[config.mk]
export PLATFORM = sky130hd
export DESIGN_NAME = pwm_pair_gen
export DESIGN_NICKNAME = d
export VERILOG_FILES = /design/src/rtl/pwm_pkg.sv /design/src/rtl/pwm_regs.sv /design/src/rtl/pwm_counter.sv /design/src/rtl/pwm_channel.sv /design/src/rtl/pwm_pair_gen.sv
export SDC_FILE = /design/constraint.sdc
export NUM_CORES = 1
export LEC_CHECK = 0
export ABC_AREA = 1
export BUFFER_PORTS_ARGS = -buffer_cell sky130_fd_sc_hd__buf_2
export CAP_MARGIN = 10
export CORE_UTILIZATION = 40
export CTS_BUF_LIST = sky130_fd_sc_hd__clkbuf_16
export CTS_CLUSTER_DIAMETER = 40
export CTS_CLUSTER_SIZE = 24
export DETAILED_ROUTE_END_ITERATION = 12
export HOLD_SLACK_MARGIN = 0.06
export SYNTH_ARGS = -nofsm -noshare
export SYNTH_HDL_FRONTEND = slang
export SYNTH_SLANG_ARGS = --single-unit
[constraint.sdc]
create_clock -name clk -period 3.6 [get_ports clk]
set_clock_uncertainty 0.1 [all_clocks]
set_input_delay 0.18 -clock clk [delete_from_list [all_inputs] [get_ports clk]]
set_output_delay 0.18 -clock clk [all_outputs]
set_load 0.01 [all_outputs]
[src/rtl/pwm_pkg.sv]
package pwm_pkg;
  localparam int AW = 3;

  typedef enum logic [1:0] {
    PM_OFF        = 2'b00,
    PM_COMP       = 2'b01,
    PM_HIGH_FIRST = 2'b10,
    PM_LOW_FIRST  = 2'b11
  } pwm_mode_e;

  localparam logic [AW-1:0] ADDR_TOP  = 3'd0;
  localparam int            ADDR_CMP0 = 1;
  localparam int            ADDR_MOD0 = 3;
  localparam logic [AW-1:0] ADDR_CTRL = 3'd5;
endpackage

[src/rtl/pwm_regs.sv]
module pwm_regs
  import pwm_pkg::*;
#(
  parameter int W   = 8,
  parameter int NCH = 2
) (
  input  logic                      clk,
  input  logic                      rst_n,
  input  logic                      wr_en,
  input  logic [AW-1:0]             wr_addr,
  input  logic [W-1:0]              wr_data,
  input  logic                      commit,
  output logic [W-1:0]              top_q,
  output logic                      en_q,
  output logic [NCH-1:0][1:0]       mode_q,
  output logic [NCH-1:0][W-1:0]     live_q
);
  logic [NCH-1:0][W-1:0] hold_q;

  always_ff @(posedge clk) begin
    if (!rst_n) begin
      top_q <= '1;
      en_q  <= 1'b0;
    end else if (wr_en) begin
      if (wr_addr == ADDR_TOP)  top_q <= wr_data;
      if (wr_addr == ADDR_CTRL) en_q  <= wr_data[0];
    end
  end

  for (genvar i = 0; i < NCH; i++) begin : g_ch
    localparam logic [AW-1:0] CMP_ADDR = AW'(ADDR_CMP0 + i);
    localparam logic [AW-1:0] MOD_ADDR = AW'(ADDR_MOD0 + i);

    always_ff @(posedge clk) begin
      if (!rst_n) begin
        hold_q[i] <= '0;
        live_q[i] <= '0;
        mode_q[i] <= PM_OFF;
      end else begin
        if (wr_en && wr_addr == CMP_ADDR) hold_q[i] <= wr_data;
        if (wr_en && wr_addr == MOD_ADDR) mode_q[i] <= wr_data[1:0];
        if (commit) live_q[i] <= hold_q[i];
      end
    end
  end
endmodule

[src/rtl/pwm_counter.sv]
module pwm_counter #(
  parameter int W = 8
) (
  input  logic         clk,
  input  logic         rst_n,
  input  logic         en,
  input  logic         tick,
  input  logic [W-1:0] top,
  input  logic         flag_clr,
  output logic [W-1:0] cnt_q,
  output logic         wrap,
  output logic         flag_q
);
  assign wrap = en && tick && (cnt_q >= top);

  always_ff @(posedge clk) begin
    if (!rst_n) begin
      cnt_q  <= '0;
      flag_q <= 1'b0;
    end else begin
      if (!en)       cnt_q <= '0;
      else if (tick) cnt_q <= wrap ? '0 : cnt_q + 1'b1;
      flag_q <= wrap | (flag_q & ~flag_clr);
    end
  end
endmodule

[src/rtl/pwm_channel.sv]
module pwm_channel
  import pwm_pkg::*;
#(
  parameter int W = 8
) (
  input  logic         clk,
  input  logic         rst_n,
  input  logic         en,
  input  logic         tick,
  input  logic [1:0]   mode,
  input  logic [W-1:0] cnt,
  input  logic [W-1:0] cmp,
  output logic         lvl_q,
  output logic         lvl_n_q
);
  localparam logic [W-1:0] CNT_ONE = W'(1);

  logic match, at_one, at_zero;
  logic lvl_d, lvl_n_d;

  assign match   = (cnt == cmp);
  assign at_one  = (cnt == CNT_ONE);
  assign at_zero = (cnt == '0);

  always_comb begin
    lvl_d   = lvl_q;
    lvl_n_d = lvl_n_q;
    if (!en || mode == PM_OFF) begin
      lvl_d   = 1'b0;
      lvl_n_d = 1'b0;
    end else begin
      if (tick) begin
        case (mode)
          PM_COMP, PM_HIGH_FIRST: begin
            if (match)       lvl_d = 1'b0;
            else if (at_one) lvl_d = 1'b1;
            if (match)        lvl_n_d = 1'b1;
            else if (at_zero) lvl_n_d = 1'b0;
          end
          PM_LOW_FIRST: begin
            if (match)       lvl_d = 1'b1;
            else if (at_one) lvl_d = 1'b0;
          end
          default: ;
        endcase
      end
      if (mode != PM_COMP) lvl_n_d = 1'b0;
    end
  end

  always_ff @(posedge clk) begin
    if (!rst_n) begin
      lvl_q   <= 1'b0;
      lvl_n_q <= 1'b0;
    end else begin
      lvl_q   <= lvl_d;
      lvl_n_q <= lvl_n_d;
    end
  end
endmodule

[src/rtl/pwm_pair_gen.sv]
module pwm_pair_gen
  import pwm_pkg::*;
#(
  parameter int W = 8
) (
  input  logic          clk,
  input  logic          rst_n,
  input  logic          wr_en,
  input  logic [2:0]    wr_addr,
  input  logic [W-1:0]  wr_data,
  input  logic          tick,
  input  logic          flag_clr,
  output logic          pwm_a,
  output logic          pwm_a_n,
  output logic          pwm_b,
  output logic          pwm_b_n,
  output logic          ovf_flag
);
  localparam int NCH = 2;

  logic [W-1:0]          top_q;
  logic                  en_q;
  logic [NCH-1:0][1:0]   mode_q;
  logic [NCH-1:0][W-1:0] live_q;
  logic [W-1:0]          cnt_q;
  logic                  wrap;
  logic [NCH-1:0]        lvl, lvl_n;

  pwm_regs #(.W(W), .NCH(NCH)) u_regs (
    .clk(clk), .rst_n(rst_n), .wr_en(wr_en), .wr_addr(wr_addr),
    .wr_data(wr_data), .commit(wrap), .top_q(top_q), .en_q(en_q),
    .mode_q(mode_q), .live_q(live_q)
  );

  pwm_counter #(.W(W)) u_cnt (
    .clk(clk), .rst_n(rst_n), .en(en_q), .tick(tick), .top(top_q),
    .flag_clr(flag_clr), .cnt_q(cnt_q), .wrap(wrap), .flag_q(ovf_flag)
  );

  for (genvar i = 0; i < NCH; i++) begin : g_chan
    pwm_channel #(.W(W)) u_chan (
      .clk(clk), .rst_n(rst_n), .en(en_q), .tick(tick),
      .mode(mode_q[i]), .cnt(cnt_q), .cmp(live_q[i]),
      .lvl_q(lvl[i]), .lvl_n_q(lvl_n[i])
    );
  end

  assign pwm_a   = lvl[0];
  assign pwm_a_n = lvl_n[0];
  assign pwm_b   = lvl[1];
  assign pwm_b_n = lvl_n[1];
endmodule

==> impl_metrics.csv, run 1 <==
group,metric,value,unit
clocking,clock_path_buffers,2,
logic_synthesis,ys_async_sr_fraction,0,%
grt,grt_first_pass_wirelength,11800,um
logic_synthesis,yosysSeqAreaShare,37.3,%
sta,layout_worst_path_cycle_share,56.3,%
run_status,status,"completed",
sta,relSlewSlack,52.8,%
route,post-route-drc-count,0,
clocking,clockRootBuffer,"clkbuf_16",
die,rows,31,
sta,post-route-min-period,2.03,ns
clocking,htreeDepth,3,
power,peakVddDrop,0.222,mV
critical_path,arrival,2.17,ns
critical_path,cp_max_fo,17,
critical_path,critPathSlowestCell,"dfxtp_1",
placed_design,port_buffers,20,
sta,rsz0062_at_grt,"no",
cells_and_area,syn_to_final_growth,15.5,%
die,die_area,8140,um^2
cells_and_area,antenna_cells,0,
die,die_y,90.2,um
die,core,7370,um^2
clocking,clkTransAtPathRegs,0.05,ns
logic_synthesis,syn_area_per_cell,7.33,um^2
die,die_w,90.2,um
grt,antenna_found_initial,0,
job,maxCapViolations,0,
critical_path,max_stage_delay,0.53,ns
logic_synthesis,yosys.area.top_type_share,37.3,%
power,p_per_area,412,nW/um^2
placed_design,post_dp_cell_area,3250,um^2
route,first_pass_iters,4,
logic_synthesis,yosysWarnings,0,
logic_synthesis,synth_nets,459,
route,postRouteAntennaNets,0,
grt,gr-total-overflow,0,
route,drt_iter0_markers,102,
critical_path,setup.worst_path.start_class,"flop",
cells_and_area,final_area,3600,um^2
die,initial_core_util,42.3,%
placed_design,gp_congestion,0.796,
route,wl_per_cell,11.9,um
logic_synthesis,synth_top_cell_by_area,"dfxtp_1",
logic_synthesis,synth_edf_count,0,
clocking,postCtsSetupRepairBufs,0,
logic_synthesis,synth.distinct_cells,31,
logic_synthesis,syn_area,3110,um^2
logic_synthesis,synth_ff_type,"dfxtp_1",
cells_and_area,layout-drive-gt1-share,17.5,%
clocking,cts_made_buffers,9,
critical_path,crit_type,"flop to flop",
cells_and_area,mostFrequentLayoutCell,"nand2_1",
route,vias,2564,
sta,fmax,494,MHz
grt,grt_max_degree,47,
clocking,holdBufCountCts,9,
cells_and_area,layout.nets,486,
sta,finalSetupViolations,0,
die,ios,21,
sta,worst_pin_slew,0.708,ns
clocking,cts.sinks,58,
power,p_leak,1.61,nW
critical_path,crit_path_end_kind,"flop",
grt,grt_use_total,17.9,%
clocking,clk_latency,0.32,ns
logic_synthesis,ys_seq_elements,58,
critical_path,critPathMostFrequentCell,"o21ai_0",
sta,final_hold_viol_count,0,
route,drt_wl_total,6590,um
cells_and_area,final_cell_mix,"nand2_1 (91), dfxtp_1 (58), inv_1 (55)",
clocking,cts_tree,"done",
logic_synthesis,synth.top_cells.by_area,"dfxtp_1 (37%), nand2_1 (11%), ha_1 (7.2%)",
critical_path,path_cells,"ha_1 > a21oi_1 > o21ai_0 > nand2_1 > nand3_4 > nand2_4 > nand2_2 > o21ai_0",
sta,maxSlewViolCount,0,
logic_synthesis,syn_inst,425,
sta,fin_setup_tns,0,ns
grt,grt_pass1_vias,2476,
placed_design,dp_hpwl,4920,um
min_path,hp-class,"input pin to flop",
clocking,ctsResizeCount,0,
critical_path,worstPathRequired,3.74,ns
route,viasPerCell,4.62,
-- metal layers --
metal	routed length [um]	track usage, %	vias to the layer above
met3	169	3.13	9
met4	88	6.45	0
met1	3300	24.2	1131
met2	3030	28.7	30
li1	-	-	1394
met5	0	0	-
-- through the flow --
stage	setup WS (ns)	hold WS (ns)	util [%]	power [mW]	instances
after global routing	1.31	0.0797	48.8	1.54	555
after detailed placement	1.55	0.340	44.1	0.747	531
after CTS	1.54	0.0660	48.8	1.50	555
final	1.57	0.0526	48.8	1.48	555
after floorplan	1.92	0.206	-	0.723	425
after global placement	1.68	0.332	44.1	0.746	531
-- final timing paths --
check / startpoint / endpoint / slack, ns / cells after the start
min: flag_clr / u_cnt.flag_q / 0.05 / 4
max reg2reg: u_cnt.cnt_q[3] / u_cnt.cnt_q[1] / 1.57 / 8
min reg2reg: u_regs.hold_q[3] / u_regs.hold_q[3] / 0.35 / 2
max: u_cnt.cnt_q[3] / u_cnt.cnt_q[1] / 1.57 / 8
-- synthesized netlist by cell type, types with 4 or more instances --
cell type   n
a21oi_1    25
dfxtp_1    58
ha_1       18
inv_1      55
inv_2       5
nand2_1    91
nand3_1    18
nand3b_1    7
nand4_1     4
nor2_1     42
nor2_2     28
o211ai_1    7
o21ai_0    27
xnor2_1     9
-- critical path, delay by kind of cell, from the launching register on --
kind | cells | cell delay [ns]
simple gates | 4 | 0.58
flops | 1 | 0.53
compound gates | 3 | 0.41
fa+ha+maj | 1 | 0.32
-- registers in the layout, summed over array words and instances (netlist names) --
signal,flops
g_chan.u_chan.lvl_n_q,2
g_chan.u_chan.lvl_q,2
u_cnt.cnt_q,8
u_cnt.flag_q,1
u_regs.en_q,1
u_regs.hold_q,16
u_regs.live_q,16
u_regs.mode_q,4
u_regs.top_q,8
-- power by group --
group          switching (mW)  internal, mW
Clock                   0.286         0.455
Sequential            0.00429         0.654
Combinational          0.0514        0.0308
Total                   0.342          1.14
-- kinds of logic (layout without fill, tap and decap cells) --
group / after synthesis / count (layout) / share of synthesized area [%]
AND/OR/NAND/NOR: 202 / 202 / 31.1
flip-flops: 58 / 58 / 37.3
adder cells (fa/ha/maj): 18 / 18 / 7.23
XOR/XNOR: 11 / 11 / 3.09
AO/OA/AOI/OAI: 62 / 62 / 10.9
buffers and inverters: 74 / 105 / 10.4
-- final cells by class --
type                       count  area, um^2
clock buffer                   9         225
clock inverter                 6        35.0
fill                         725        3770
inverter                      61         234
multi-input combinational    293        1630
sequential                    58        1160
tap                           99         124
timing repair buffer          29         190
No activity file was read; power rests on OpenSTA's default activity.
==> run 2: changes to the inputs <==
clock period = 2.1 ns   (was 3.6 ns; I/O delays follow)
==> run 2 against run 1 <==
  * Clock-buffer cell count stayed put
  * Combinational power is 80% higher
  * Routed wire length is 3.3% higher
  * First-iteration DRC count is 55% lower
  * Clock power is 67% higher
  * Global-route usage is 0.46 points higher
  * Register-to-register slack worse by 1.3 ns
  * Utilization is 1.1 points higher
  * Die area stayed put
==> impl_metrics.csv, run 2 (synthesis results as in run 1) <==
group,metric,value,unit
clocking,cts_made_buffers,9,
clocking,cts_tree,"done",
sta,relSlewSlack,69.7,%
clocking,clockRootBuffer,"clkbuf_16",
clocking,clock_path_buffers,2,
min_path,hp-class,"input pin to flop",
clocking,htreeDepth,3,
sta,maxSlewViolCount,0,
critical_path,arrival,2.00,ns
placed_design,gp_congestion,0.804,
grt,grt_use_total,18.4,%
route,first_pass_iters,4,
cells_and_area,top_regs,"u_regs.hold_q (16), u_regs.live_q (16)",
placed_design,dp_hpwl,5050,um
route,wl_per_cell,12.1,um
route,postRouteAntennaNets,0,
cells_and_area,final_area,3670,um^2
critical_path,critPathMostFrequentCell,"dlygate4sd3_1",
power,peakVddDrop,0.615,mV
critical_path,critPathSlowestCell,"dlygate4sd3_1",
cells_and_area,layout.nets,496,
job,maxCapViolations,0,
clocking,clkTransAtPathRegs,0.05,ns
cells_and_area,fillers,752,
cells_and_area,layout-drive-gt1-share,18.3,%
power,p_total,2.52,mW
critical_path,cp_max_fo,15,
placed_design,post_dp_cell_area,3300,um^2
sta,worst_pin_slew,0.454,ns
die,core,7370,um^2
sta,final_hold_viol_count,0,
sta,fin_ws,0.263,ns
route,drt_iter0_markers,46,
sta,finalSetupViolations,0,
critical_path,r2r_slack,0.26,ns
route,drt_wl_total,6810,um
sta,rsz0062_at_grt,"no",
sta,fmax,544,MHz
die,die_area,8140,um^2
route,vias,2611,
cells_and_area,syn_to_final_growth,18.0,%
die,rows,31,
critical_path,path_cells,"dlygate4sd3_1 > buf_2 > inv_1 > nor2_1 > inv_2 > nor2_4 > nand2_1 > nand3_1 > dlygate4sd3_1",
run_status,status,"completed",
die,die_y,90.2,um
sta,post-route-min-period,1.84,ns
power,p_per_area,686,nW/um^2
grt,grt_max_degree,37,
grt,grt_pass1_vias,2502,
critical_path,setup.worst_path.start_class,"input pin",
clocking,cts.sinks,58,
route,viasPerCell,4.63,
sta,whs,0.0768,ns
cells_and_area,final_cell_mix,"nand2_1 (91), dfxtp_1 (58), inv_1 (56)",
sta,fin_setup_tns,0,ns
route,post-route-drc-count,0,
critical_path,worstPathRequired,2.26,ns
critical_path,max_stage_delay,0.54,ns
die,initial_core_util,42.3,%
power,p_leak,1.66,nW
die,ios,21,
critical_path,crit_path_end_kind,"flop",
grt,antenna_found_initial,0,
die,die_w,90.2,um
cells_and_area,mostFrequentLayoutCell,"nand2_1",
critical_path,crit_type,"input pin to flop",
cells_and_area,antenna_cells,0,
placed_design,port_buffers,20,
grt,gr-total-overflow,0,
placed_design,place_ws,0.309,ns
sta,layout_worst_path_cycle_share,87.5,%
clocking,clk_latency,0.32,ns
grt,grt_first_pass_wirelength,12000,um
-- run 2: area by class of cell --
class                           count  area, um^2  area share (%)
Sequential cell                    58        1160            31.6
Multi-Input combinational cell    293        1630            44.4
Timing Repair Buffer               39         273            7.42
Inverter                           61         234            6.37
Clock inverter                      5        25.0           0.681
Tap cell                           99         124            3.37
Clock buffer                        9         225            6.13
-- run 2: worst paths after layout --
path / from / end / depth (start not counted)
worst max-delay path: wr_en / u_regs.top_q[0] / 9
worst min-delay path: wr_data[0] / u_regs.hold_q[8] / 3
worst max register to register: u_cnt.cnt_q[7] / u_regs.live_q[15] / 10
worst min register to register: u_regs.hold_q[8] / u_regs.hold_q[8] / 2
-- run 2: worst max-delay path: cells and delay by family --
kind | cells | cell delay [ns]
simple gates | 4 | 0.58
buf+inv | 5 | 1.31
-- run 2: stage by stage --
step,std cells,utilization [%]
4_1_cts,564,49.8
5_1_grt,564,49.9
6_report,564,49.9
3_3_place_gp,538,44.8
2_1_floorplan,425,-
3_5_place_dp,538,44.8
-- run 2: power by group --
part	internal [mW]	leakage (nW)	switching [mW]
Sequential	1.12	0.469	0.00721
Combinational	0.0574	1.06	0.0909
Clock	0.769	0.126	0.476
-- run 2: metal layers --
layer	vias up	track usage, %	part of all wire [%]
met5	-	0	0
met4	0	6.85	0.22
met3	2	2.88	3.6
met2	43	29.8	45
met1	1151	24.6	51
li1	1415	-	-
-- run 2: what timing repair did --
item	in CTS	in global routing
hold endpoints to repair	29	0
hold buffers	12	0
setup buffers	0	0
setup endpoints to repair	0	1
gates resized for setup	0	1
